===== config.mk =====
export PLATFORM = sky130hd
export DESIGN_NAME = pkc_fault_gen
export DESIGN_NICKNAME = d
export VERILOG_FILES = /design/src/rtl/pkc_pkg.sv /design/src/rtl/pkc_fault_gen.sv
export SDC_FILE = /design/constraint.sdc
export NUM_CORES = 1
export LEC_CHECK = 0
export BUFFER_PORTS_ARGS = -buffer_cell sky130_fd_sc_hd__buf_2
export CAP_MARGIN = 10
export CORE_ASPECT_RATIO = 1.4
export CORE_MARGIN = 4
export CORE_UTILIZATION = 43
export DETAILED_ROUTE_END_ITERATION = 12
export PLACE_DENSITY = 0.91
export SLEW_MARGIN = 20
export SYNTH_ARGS = -nofsm -noshare
export SYNTH_HDL_FRONTEND = slang
export SYNTH_SLANG_ARGS = --single-unit

===== constraint.sdc =====
create_clock -name clk -period 1.6 [get_ports clk]
set_input_delay 0.16 -clock clk [delete_from_list [all_inputs] [get_ports clk]]
set_output_delay 0.16 -clock clk [all_outputs]
set_load 0.03 [all_outputs]

===== src/rtl/pkc_pkg.sv =====
package pkc_pkg;

  typedef enum logic [1:0] {
    ACC_LOAD  = 2'd0,
    ACC_STORE = 2'd1,
    ACC_FETCH = 2'd2,
    ACC_NONE  = 2'd3
  } acc_kind_e;

  localparam int PERM_R = 0;
  localparam int PERM_W = 1;
  localparam int PERM_X = 2;

  localparam logic [31:0] CAUSE_BASE  = 32'h0800_0000;
  localparam logic [31:0] CAUSE_STORE = 32'h0200_0000;
  localparam logic [31:0] CAUSE_KEY   = 32'h0020_0000;
  localparam logic [31:0] FETCH_CODE  = 32'h0800_0000;

  // Permission bit an access kind requires.
  function automatic logic [2:0] need_of(acc_kind_e kind);
    logic [2:0] n;
    n = 3'b000;
    case (kind)
      ACC_LOAD:  n[PERM_R] = 1'b1;
      ACC_STORE: n[PERM_W] = 1'b1;
      ACC_FETCH: n[PERM_X] = 1'b1;
      default:   n = 3'b000;
    endcase
    return n;
  endfunction

  // A deny pair {store_deny, load_deny} becomes a grant set; execute always granted.
  function automatic logic [2:0] grant_of(logic [1:0] deny_pair);
    logic [2:0] g;
    g[PERM_X] = 1'b1;
    g[PERM_W] = ~deny_pair[1];
    g[PERM_R] = ~deny_pair[0];
    return g;
  endfunction

  // Cause word from the three fault sources.
  function automatic logic [31:0] cause_of(logic base_deny, logic is_store, logic key_deny);
    logic [31:0] c;
    c = 32'h0;
    if (base_deny) c = c | CAUSE_BASE;
    if (is_store)  c = c | CAUSE_STORE;
    if (key_deny)  c = c | CAUSE_KEY;
    return c;
  endfunction

endpackage


===== src/rtl/pkc_fault_gen.sv =====
module pkc_fault_gen
  import pkc_pkg::*;
#(
  parameter int ADDR_W = 64
) (
  input  logic              clk,
  input  logic              rst_n,
  input  logic              acc_valid,
  input  acc_kind_e         acc_kind,
  input  logic [2:0]        base_perm,
  input  logic [2:0]        cls_perm,
  input  logic [ADDR_W-1:0] ea,
  output logic [2:0]        eff_perm,
  output logic              fault,
  output logic              data_fault_q,
  output logic              inst_fault_q,
  output logic [31:0]       inst_code_q,
  output logic [31:0]       dstat_q,
  output logic [ADDR_W-1:0] daddr_q
);

  logic [2:0]  need;
  logic        base_deny;
  logic        key_deny;
  logic        is_fetch;
  logic        dfault_ev;
  logic        ifault_ev;
  logic [31:0] cause;

  assign need      = need_of(acc_kind);
  assign eff_perm  = base_perm & cls_perm;
  assign base_deny = |(need & ~base_perm);
  assign key_deny  = |(need & ~cls_perm);
  assign is_fetch  = (acc_kind == ACC_FETCH);
  assign fault     = acc_valid && |(need & ~eff_perm);
  assign dfault_ev = fault && !is_fetch;
  assign ifault_ev = fault && is_fetch;
  assign cause     = cause_of(base_deny, acc_kind == ACC_STORE, key_deny);

  always_ff @(posedge clk) begin
    if (!rst_n) begin
      data_fault_q <= 1'b0;
      inst_fault_q <= 1'b0;
      inst_code_q  <= '0;
      dstat_q      <= '0;
      daddr_q      <= '0;
    end else begin
      data_fault_q <= dfault_ev;
      inst_fault_q <= ifault_ev;
      inst_code_q  <= ifault_ev ? FETCH_CODE : 32'h0;
      if (dfault_ev) begin
        dstat_q <= cause;
        daddr_q <= ea;
      end
    end
  end


  dstat_has_cause_chk: assert property (@(posedge clk) disable iff (!rst_n)
    data_fault_q |-> ((dstat_q & (CAUSE_BASE | CAUSE_KEY)) != 32'h0));


  fault_kinds_excl_chk: assert property (@(posedge clk) disable iff (!rst_n)
    !(data_fault_q && inst_fault_q));


  inst_keeps_dstat_chk: assert property (@(posedge clk) disable iff (!rst_n)
    inst_fault_q |-> ($stable(dstat_q) && $stable(daddr_q)));


  daddr_hold_chk: assert property (@(posedge clk) disable iff (!rst_n)
    !data_fault_q |-> $stable(daddr_q));

endmodule


==> impl_metrics.tcl, run 1 <==
set metrics [dict create \
    outcome "completed" \
    seq_power_share_pct 42.7 \
    grt_max_degree 41 \
    finalSetupViolations 0 \
    fin_cells 618 \
    grt_setup_unrepaired "no" \
    min_path_cells 3 \
    p_clk_share_pct 37.9 \
    antenna_violations_before_repair 0 \
    cts.reportedPaths.clkPinSlew_ns 0.07 \
    dr.pass1.iters 4 \
    irDropWorstVdd_mv 0.7366 \
    detail_route.vias_per_cell 4.430 \
    critical_path.startpoint_type "input port" \
    total_routing_usage_reported_by_global_routing_pct 15.85 \
    final_max_slew_viol_count 0 \
    die_area_sq_um 9057 \
    synth_commonest_cells "nand2_1, dfxtp_1, mux2i_1, buf_4, clkbuf_1" \
    power_density_nw_per_um2 1049 \
    post-route-period-util_pct 76.50 \
    row_count 37 \
    timing.hold.worst.start "ea[62]" \
    fp.coreArea_sq_um 7361 \
    global_route_wire_length_before_repair_mm 11.47 \
    whs_endpoint "daddr_q[62]$_SDFFE_PN0P_" \
    cts_resized 0 \
    cp.arrival_ns 1.06 \
    start_util_pct 44.28 \
    final.hold.worst_slack_ns 0.06966 \
    cpMaxStageDelayCell "a211o_1" \
    cp_cell_sequence "buf_2, and3b_1, a211o_1, a21boi_1, buf_2" \
    critical_path_required_ns 1.44 \
    cts.path.max_buffers 2 \
    regToRegSetupSlack_ns 0.95 \
    clock_sinks 69 \
    drt_first_iter_violations 69 \
    area_growth_syn_to_layout_pct 26.45 \
    fmax_mhz 817.0 \
    dp.final_hpwl_mm 5.805 \
    placed_cells_incl_taps 602 \
    synth_edf_count 0 \
    place_congestion 0.7294 \
    end_kind "output port" \
    power_switching_mw 1.228 \
    globalRouteOverflowTotal 0 \
    path_common_cell "buf_2" \
    power.switching_fraction_pct 28.39 \
    detailroute.via_count 2738 \
    yosysWarningCount 0 \
    regToRegEndpoint "daddr_q[25]$_SDFFE_PN0P_" \
    detail_route.wl_per_cell_um 11.88 \
    postLayoutCoreUtil_pct 55.99 \
    netlist-cell-type-count 19 \
    timing.critical_path.buf_inv 2 \
    post-cts-setup-buffer-count 0 \
    cts-buffers-inserted 9 \
    drc 0 \
    routed_wl_mm 7.339 \
    timing.final.crit_period_ns 1.224 \
    synth_seq_area_share_pct 42.38 \
    cts_root_buffer "clkbuf_8" \
    die_w_um 81.58 \
    max_stage_delay_ns 0.26 \
    synth_area_leaders "dfxtp_1, mux2i_1, nand2_1" \
    cell_area_after_technology_mapping_sq_um 3259 \
    dominantRegCellSynth "dfxtp_1" \
    crit_fanout 5 \
    report.final.hold_viol_count 0 \
    cts_tree "done" \
    yosysMostFrequentCell "nand2_1" \
    reg2reg_path_depth 2 \
    power_mw 4.325 \
    first_global_vias 2626 \
    finClkSkew_ns 0 \
    antenna_violating_nets_post_route 0 \
    criticalPathCategory "in2out" \
    synth-async-reset-ratio_pct 0 \
    htreeDepth 3 \
    cpLargestDelayFamily "compound AO/OA/AOI/OAI gates" \
    io_pins 209 \
    power.static_leakage_nw 2.118 \
    internal_power_mw 3.097 \
    maxCapViolCount 0 \
    clk-insertion-delay-late_ns 0.32 \
    setup-tns-final_ns 0 \
    rr_startpoint "daddr_q[25]$_SDFFE_PN0P_" \
    die_height_um 111.0 \
    placement.io_buffers 148 \
    layout-drive-gt1-share_pct 33.78 \
    antenna_cells_inserted 0 \
    synth_seq_cells 69 \
    syn-mean-instance-area_sq_um 8.785 \
    path_category_of_the_worst_min_delay_check "in2reg" \
    netlist.top_cell.by_area "dfxtp_1" \
    design.final.nets 591 \
    logic_gate_share_of_total_power_pct 19.5 \
    cts-hold-fix-buffers 0 \
    synth_top_cell_area_share_pct 42.38 \
    post_synth_inst_count 371 \
]
[power by group through the flow]
stage | registers (mW) | clock network [mW] | logic [mW]
2_1_floorplan | 2.05 | 0 | 0.551
3_3_place_gp | 1.88 | 0 | 0.825
3_5_place_dp | 1.88 | 0 | 0.844
4_1_cts | 1.85 | 1.70 | 0.844
5_1_grt | 1.85 | 1.78 | 0.905
6_report | 1.85 | 1.64 | 0.843
[cells by family (layout without fill, tap and decap cells)]
kind of cell	count (synthesis)	after routing	share of synthesized area, %
buffers and inverters	84	175	17.89
other	1	60	0.1151
AO/OA/AOI/OAI	5	5	1.305
flip-flops	69	69	42.38
AND/OR/NAND/NOR	144	144	17.43
multiplexers	68	68	20.88
[placed cells by master, fill, tap and decap left out, types with 2 or more instances in the layout]
cell,n
mux2i_1,68
and2_1,4
dfxtp_1,69
buf_2,147
nand2_1,135
conb_1,60
clkbuf_8,13
buf_4,10
bufinv_16,2
and3b_1,2
buf_12,2
[per-layer routing]
layer / global-route usage (%) / share of wire, % / vias to the layer above
met2: 29.87 / 55 / 140
met4: 7.982 / 2.0 / 0
met5: 0 / 0 / -
met3: 3.740 / 10 / 14
met1: 15.21 / 33 / 1237
li1: - / - / 1347
[registers in the layout (all words and copies together) (netlist names)]
signal,flops
daddr_q,64
data_fault_q,1
dstat_q,3
inst_code_q,1
[how the worst max path moves through the flow]
stage | startpoint | to | slack, ns | depth (start not counted)
2_1_floorplan | cls_perm[1] | daddr_q[28]$_SDFFE_PN0P_ | 0.18 | 5
3_3_place_gp | acc_kind[0] | daddr_q[16]$_SDFFE_PN0P_ | 0.16 | 5
3_5_place_dp | acc_kind[0] | daddr_q[25]$_SDFFE_PN0P_ | 0.05 | 5
4_1_cts | acc_kind[1] | fault | 0.37 | 5
5_1_grt | acc_kind[1] | fault | 0.32 | 5
6_report | acc_kind[1] | fault | 0.38 | 5
[layout make-up]
cell class | instances | area, sq um
clock buffer | 13 | 178.9
clock inverter | 3 | 65.06
fill | 666 | 3239
multi-input combinational | 277 | 1524
sequential | 69 | 1381
tap | 97 | 121.4
timing repair buffer | 159 | 850.8
[per-stage QoR]
stage / setup WS [ns] / cell area, sq um
finish: 0.3760 / 4121
global route: 0.3164 / 4121
CTS: 0.3683 / 4121
detailed placement: 0.05353 / 3877
global placement: 0.1636 / 3877
floorplan: 0.1767 / 3481
[worst reg2reg max path, stage by stage (launching register included)]
cell     delay (ns)
dfxtp_1        0.35
nand2_1        0.06
mux2i_1        0.16
No activity file was read; power rests on OpenSTA's default activity.
==> run 2, diff against run 1 <==
--- a/config.mk
+++ b/config.mk
@@ -9,9 +9,9 @@
 export CAP_MARGIN = 10
 export CORE_ASPECT_RATIO = 1.4
 export CORE_MARGIN = 4
-export CORE_UTILIZATION = 43
+export CORE_UTILIZATION = 38
 export DETAILED_ROUTE_END_ITERATION = 12
-export PLACE_DENSITY = 0.91
+export PLACE_DENSITY = 0.86
 export SLEW_MARGIN = 20
 export SYNTH_ARGS = -nofsm -noshare
 export SYNTH_HDL_FRONTEND = slang
==> constraint.sdc (replaced) <==
create_clock -name clk -period 1.05 [get_ports clk]
set_input_delay 0.105 -clock clk [delete_from_list [all_inputs] [get_ports clk]]
set_output_delay 0.105 -clock clk [all_outputs]
set_load 0.03 [all_outputs]
==> run 2 against run 1 <==
Utilization decreased by 1.0 points. Sequential power increased by 52%. Critical path depth increased by 2. Setup slack got worse by 0.41 ns. The run now ends with negative setup slack left. Sequential cell count unchanged. Largest cell class unchanged. Sequential share of layout area decreased by 3.1 points. Global-route usage decreased by 1.1 points. Register-to-register slack got worse by 0.55 ns. Count of clock-buffer cells in the layout decreased by 3. Via count increased by 2.7%. Combinational power increased by 71%.
==> impl_metrics.tcl, run 2 (synthesis gave the netlist of run 1 again) <==
set metrics [dict create \
    cts-buffers-inserted 9 \
    power_density_nw_per_um2 1648 \
    drt_first_iter_violations 75 \
    clk-insertion-delay-late_ns 0.32 \
    commonest_non_fill_non_tap_cells_in_the_layout "buf_2, nand2_1, dfxtp_1" \
    cts_root_buffer "clkbuf_16" \
    seq_area_sq_um 1381 \
    detail_route.wl_per_cell_um 12.97 \
    die_height_um 117.6 \
    power_mw 7.472 \
    end_kind "flop" \
    final_max_slew_viol_count 0 \
    fp.coreArea_sq_um 8247 \
    detail_route.vias_per_cell 4.387 \
    max_ffs_per_register 64 \
    cts.reportedPaths.clkPinSlew_ns 0.06 \
    row_count 39 \
    cts_tree "done" \
    final_common_cell "buf_2" \
    crit_fanout 8 \
    finalSetupViolations 10 \
    critical_path.startpoint_type "input port" \
    die_w_um 86.27 \
    area_growth_syn_to_layout_pct 39.12 \
    detailroute.via_count 2812 \
    power.switching_fraction_pct 28.03 \
    post-route-period-util_pct 103.4 \
    final.hold.worst_slack_ns 0.02703 \
    routed_wl_mm 8.312 \
    antenna_violations_before_repair 0 \
    path_category_of_the_worst_min_delay_check "in2reg" \
    start_util_pct 39.52 \
    grt_max_degree 40 \
    internal_power_mw 5.377 \
    p_clk_share_pct 43.1 \
    die_area_sq_um 10140 \
    total_routing_usage_reported_by_global_routing_pct 14.70 \
    power_switching_mw 2.094 \
    globalRouteOverflowTotal 0 \
    logic_gate_share_of_total_power_pct 19.3 \
    fillerInstances 718 \
    report.final.hold_viol_count 0 \
    criticalPathCategory "in2reg" \
    timing.final.crit_period_ns 1.086 \
    dr.pass1.iters 3 \
    critical_path_required_ns 1.30 \
    finClkSkew_ns 0 \
    antenna_violating_nets_post_route 0 \
    place_congestion 0.7003 \
    clock_sinks 69 \
    cp.arrival_ns 1.33 \
    cts.path.max_buffers 2 \
    power.static_leakage_nw 2.303 \
    drc 0 \
    outcome "complete, but fails checks" \
    seq_power_share_pct 37.7 \
    design.final.nets 609 \
    first_global_vias 2697 \
    global_route_wire_length_before_repair_mm 11.96 \
    violated_checks "negative setup slack" \
    layout-drive-gt1-share_pct 37.29 \
    fmax_mhz 920.9 \
    multi_input_area_sq_um 1565 \
    max_flop_register "daddr_q" \
    antenna_cells_inserted 0 \
    grt_setup_unrepaired "yes" \
    irDropWorstVdd_mv 1.224 \
    maxCapViolCount 0 \
    largest_registers "daddr_q: 64 flops, dstat_q: 3 flops" \
    placement.io_buffers 148 \
    htreeDepth 3 \
    final_critical_path_setup_slack_ns -0.03585 \
    dp.final_hpwl_mm 5.944 \
    io_pins 209 \
    setup-tns-final_ns -0.1885 \
]
[run 2: final timing paths]
path,startpoint,slack [ns],to,cells past startpoint
worst max register to register,daddr_q[63]$_SDFFE_PN0P_,0.40,daddr_q[63]$_SDFFE_PN0P_,2
worst min register to register,daddr_q[32]$_SDFFE_PN0P_,0.45,daddr_q[32]$_SDFFE_PN0P_,2
worst min-delay path,ea[25],0.03,daddr_q[25]$_SDFFE_PN0P_,3
worst max-delay path,base_perm[0],-0.04,daddr_q[7]$_SDFFE_PN0P_,7
[run 2: cell type report]
type / instances / share of cell area, %
Clock buffer: 10 / 5.270
Tap cell: 102 / 2.815
Sequential cell: 69 / 30.46
Clock inverter: 6 / 1.904
Multi-Input combinational cell: 277 / 34.52
Timing Repair Buffer: 177 / 25.03
[run 2: layer usage]
metal	vias to the layer above	GRT usage, %	part of all wire [%]
met4	0	7.407	1.7
met3	13	3.571	9.7
met1	1275	14.18	37
met2	136	27.90	52
li1	1388	-	-
met5	-	0	0
[run 2: power groups by stage]
stage / registers, mW / logic (mW) / clock network (mW)
3_5_place_dp: 2.87 / 1.33 / 0
4_1_cts: 2.81 / 1.34 / 3.33
5_1_grt: 2.83 / 1.53 / 3.45
3_3_place_gp: 2.86 / 1.30 / 0
2_1_floorplan: 3.12 / 0.864 / 0
6_report: 2.81 / 1.44 / 3.22
[run 2: through the flow]
stage / instance area (sq um) / setup slack [ns] / util, % / cells
finish: 4534 / -0.03585 / 54.98 / 641
global route: 4534 / -0.07818 / 54.98 / 641
CTS: 4330 / -0.02196 / 52.51 / 630
detailed placement: 3976 / -0.3182 / 48.22 / 613
global placement: 3976 / -0.2609 / 48.22 / 613
floorplan: 3532 / -0.1703 / - / 430
[run 2: what timing repair did]
item                       4_1_cts  5_1_grt
gates cloned                     0        4
pin swaps                        2        3
setup buffers                    1        7
setup endpoints to repair        1       47
gates resized for setup          6       13
hold buffers                     0        0
[run 2: critical path: stages]
cell and delay, ns:
buf_6 0.09, and3b_2 0.22, a211oi_4 0.27, buf_6 0.15
buf_6 0.12, clkbuf_16 0.17, mux2i_1 0.20
==> run 3, diff against run 2 <==
--- a/config.mk
+++ b/config.mk
@@ -7,7 +7,6 @@
 export LEC_CHECK = 0
 export BUFFER_PORTS_ARGS = -buffer_cell sky130_fd_sc_hd__buf_2
 export CAP_MARGIN = 10
-export CORE_ASPECT_RATIO = 1.4
 export CORE_MARGIN = 4
 export CORE_UTILIZATION = 38
 export DETAILED_ROUTE_END_ITERATION = 12
==> run 3 against run 2 <==
The run now ends clean. Sequential power barely moved. Routed wire length shrank 6.4%. Maximum frequency increased by 5.9%. Global-route usage decreased by 0.52 points. Combinational power fell by 3%. Clock skew did not move. Register-to-register slack gained 0.04 ns. Clock power fell by 42%. Critical endpoint is now fault.
==> impl_metrics.tcl, run 3 (synthesis gave the netlist of run 1 again) <==
set metrics [dict create \
    cts.reportedPaths.clkPinSlew_ns 0.07 \
    cts.path.max_buffers 2 \
    detailroute.via_count 2774 \
    routed_wl_mm 7.783 \
    layout-drive-gt1-share_pct 35.14 \
    setup-tns-final_ns 0 \
    final_max_slew_viol_count 0 \
    cpMaxStageDelayCell "a211o_1" \
    place_congestion 0.7444 \
    critical_path_required_ns 0.94 \
    crit_fanout 5 \
    final_cell_area_sq_um 4319 \
    outcome "completed" \
    power_density_nw_per_um2 1404 \
    power.static_leakage_nw 2.203 \
    cts-buffers-inserted 9 \
    min_path_cells 3 \
    grt_max_degree 60 \
    largest_registers "daddr_q: 64 flops, dstat_q: 3 flops" \
    criticalPathCategory "in2out" \
    detail_route.vias_per_cell 4.334 \
    globalRouteOverflowTotal 0 \
    start_util_pct 39.27 \
    cts_tree "done" \
    io_pins 209 \
    path_category_of_the_worst_min_delay_check "in2reg" \
    max_flop_register "daddr_q" \
    global_route_wire_length_before_repair_mm 11.74 \
    placed_cell_areas_sq_um 4023 \
    fmax_mhz 975.3 \
    die_w_um 100.6 \
    htreeDepth 3 \
    cts_root_buffer "clkbuf_8" \
    regToRegEndpoint "daddr_q[58]$_SDFFE_PN0P_" \
    critical_path.startpoint_type "input port" \
    end_kind "output port" \
    reg2reg_path_depth 2 \
    max_stage_delay_ns 0.26 \
    placement.io_buffers 148 \
    dr.pass1.iters 5 \
    fp.coreArea_sq_um 8299 \
    irDropWorstVdd_mv 0.6925 \
    clk-insertion-delay-late_ns 0.33 \
    finClkSkew_ns 0 \
    cp_cell_sequence "buf_4, and3b_1, a211o_1, a21boi_4, buf_6" \
    commonest_non_fill_non_tap_cells_in_the_layout "buf_2, nand2_1, dfxtp_1" \
    dp.final_hpwl_mm 5.879 \
    rr_startpoint "daddr_q[58]$_SDFFE_PN0P_" \
    timing.final.crit_period_ns 1.025 \
    clock_sinks 69 \
    placed_cells_incl_taps 620 \
    area_growth_syn_to_layout_pct 32.51 \
    first_global_vias 2594 \
    maxCapViolCount 0 \
    max_ffs_per_register 64 \
    grt_setup_unrepaired "yes" \
    antenna_cells_inserted 0 \
    regToRegSetupSlack_ns 0.44 \
    total_routing_usage_reported_by_global_routing_pct 14.19 \
    post-route-period-util_pct 97.65 \
    antenna_violating_nets_post_route 0 \
    detail_route.wl_per_cell_um 12.16 \
    drc 0 \
    final.hold.worst_slack_ns 0.01365 \
    drt_first_iter_violations 36 \
    finalSetupViolations 0 \
    cp.arrival_ns 0.92 \
    fin_cells 640 \
    report.final.hold_viol_count 0 \
    design.final.nets 607 \
    final_common_cell "buf_2" \
    row_count 33 \
    die_height_um 100.6 \
    antenna_violations_before_repair 0 \
    die_area_sq_um 10120 \
    whs_endpoint "daddr_q[4]$_SDFFE_PN0P_" \
    timing.hold.worst.start "ea[4]" \
]
==> run 3: final cells by class <==
class / count / area (sq um)
clock buffers: 12 / 155.1
clock inverters: 2 / 10.01
fillers: 771 / 3980
multi-input cells: 277 / 1551
flip-flops and latches: 69 / 1381
well taps: 105 / 131.4
repair buffers: 175 / 1090
==> run 3: how the worst max path moves through the flow <==
stage / endpoint / start / slack [ns]
finish: fault / acc_kind[1] / 0.02
global route: daddr_q[58]$_SDFFE_PN0P_ / acc_kind[0] / -0.01
CTS: fault / base_perm[2] / 0.003
detailed placement: daddr_q[22]$_SDFFE_PN0P_ / acc_kind[1] / -0.30
global placement: daddr_q[18]$_SDFFE_PN0P_ / acc_kind[1] / -0.21
floorplan: daddr_q[28]$_SDFFE_PN0P_ / acc_kind[0] / -0.17
==> run 3: repair_timing <==
action / 4_1_cts / 5_1_grt
hold buffers: 6 / 0
hold endpoints to repair: 6 / 0
gates resized for setup: 2 / 10
setup endpoints to repair: 1 / 37
pin swaps: 2 / 0
cloned: 0 / 2
buffers inserted: 0 / 0
==> run 3: critical path, delay by kind of cell <==
family	cells	cell delay [ns]
AOI/OAI and AO/OA	2	0.39
buffers and inverters	2	0.24
and+or+nand+nor	1	0.18
==> run 3: where the power goes <==
group / switching, mW / internal, mW / leakage, nW
clock: 0.907 / 0.954 / 0.0881
sequential: 0.0633 / 2.75 / 0.563
combinational: 0.928 / 0.467 / 1.55
total: 1.90 / 4.17 / 2.20
==> run 3: layer usage <==
| layer | vias up | global-route usage [%] | routed length [um] |
|---|---|---|---|
| li1 | 1379 | - | - |
| met1 | 1261 | 15.12 | 2982 |
| met2 | 125 | 25.82 | 4029 |
| met3 | 9 | 5.329 | 684 |
| met4 | 0 | 4.249 | 87 |
| met5 | - | 0 | 0 |
==> run 3: per-stage QoR <==
stage | worst slack [ns] | utilization [%] | power [mW]
5_1_grt | -0.01422 | 52.04 | 6.372
6_report | 0.02466 | 52.04 | 6.066
4_1_cts | 0.003121 | 51.08 | 6.119
3_5_place_dp | -0.2966 | 48.47 | 4.210
3_3_place_gp | -0.2090 | 48.47 | 4.177
2_1_floorplan | -0.1703 | - | 3.985
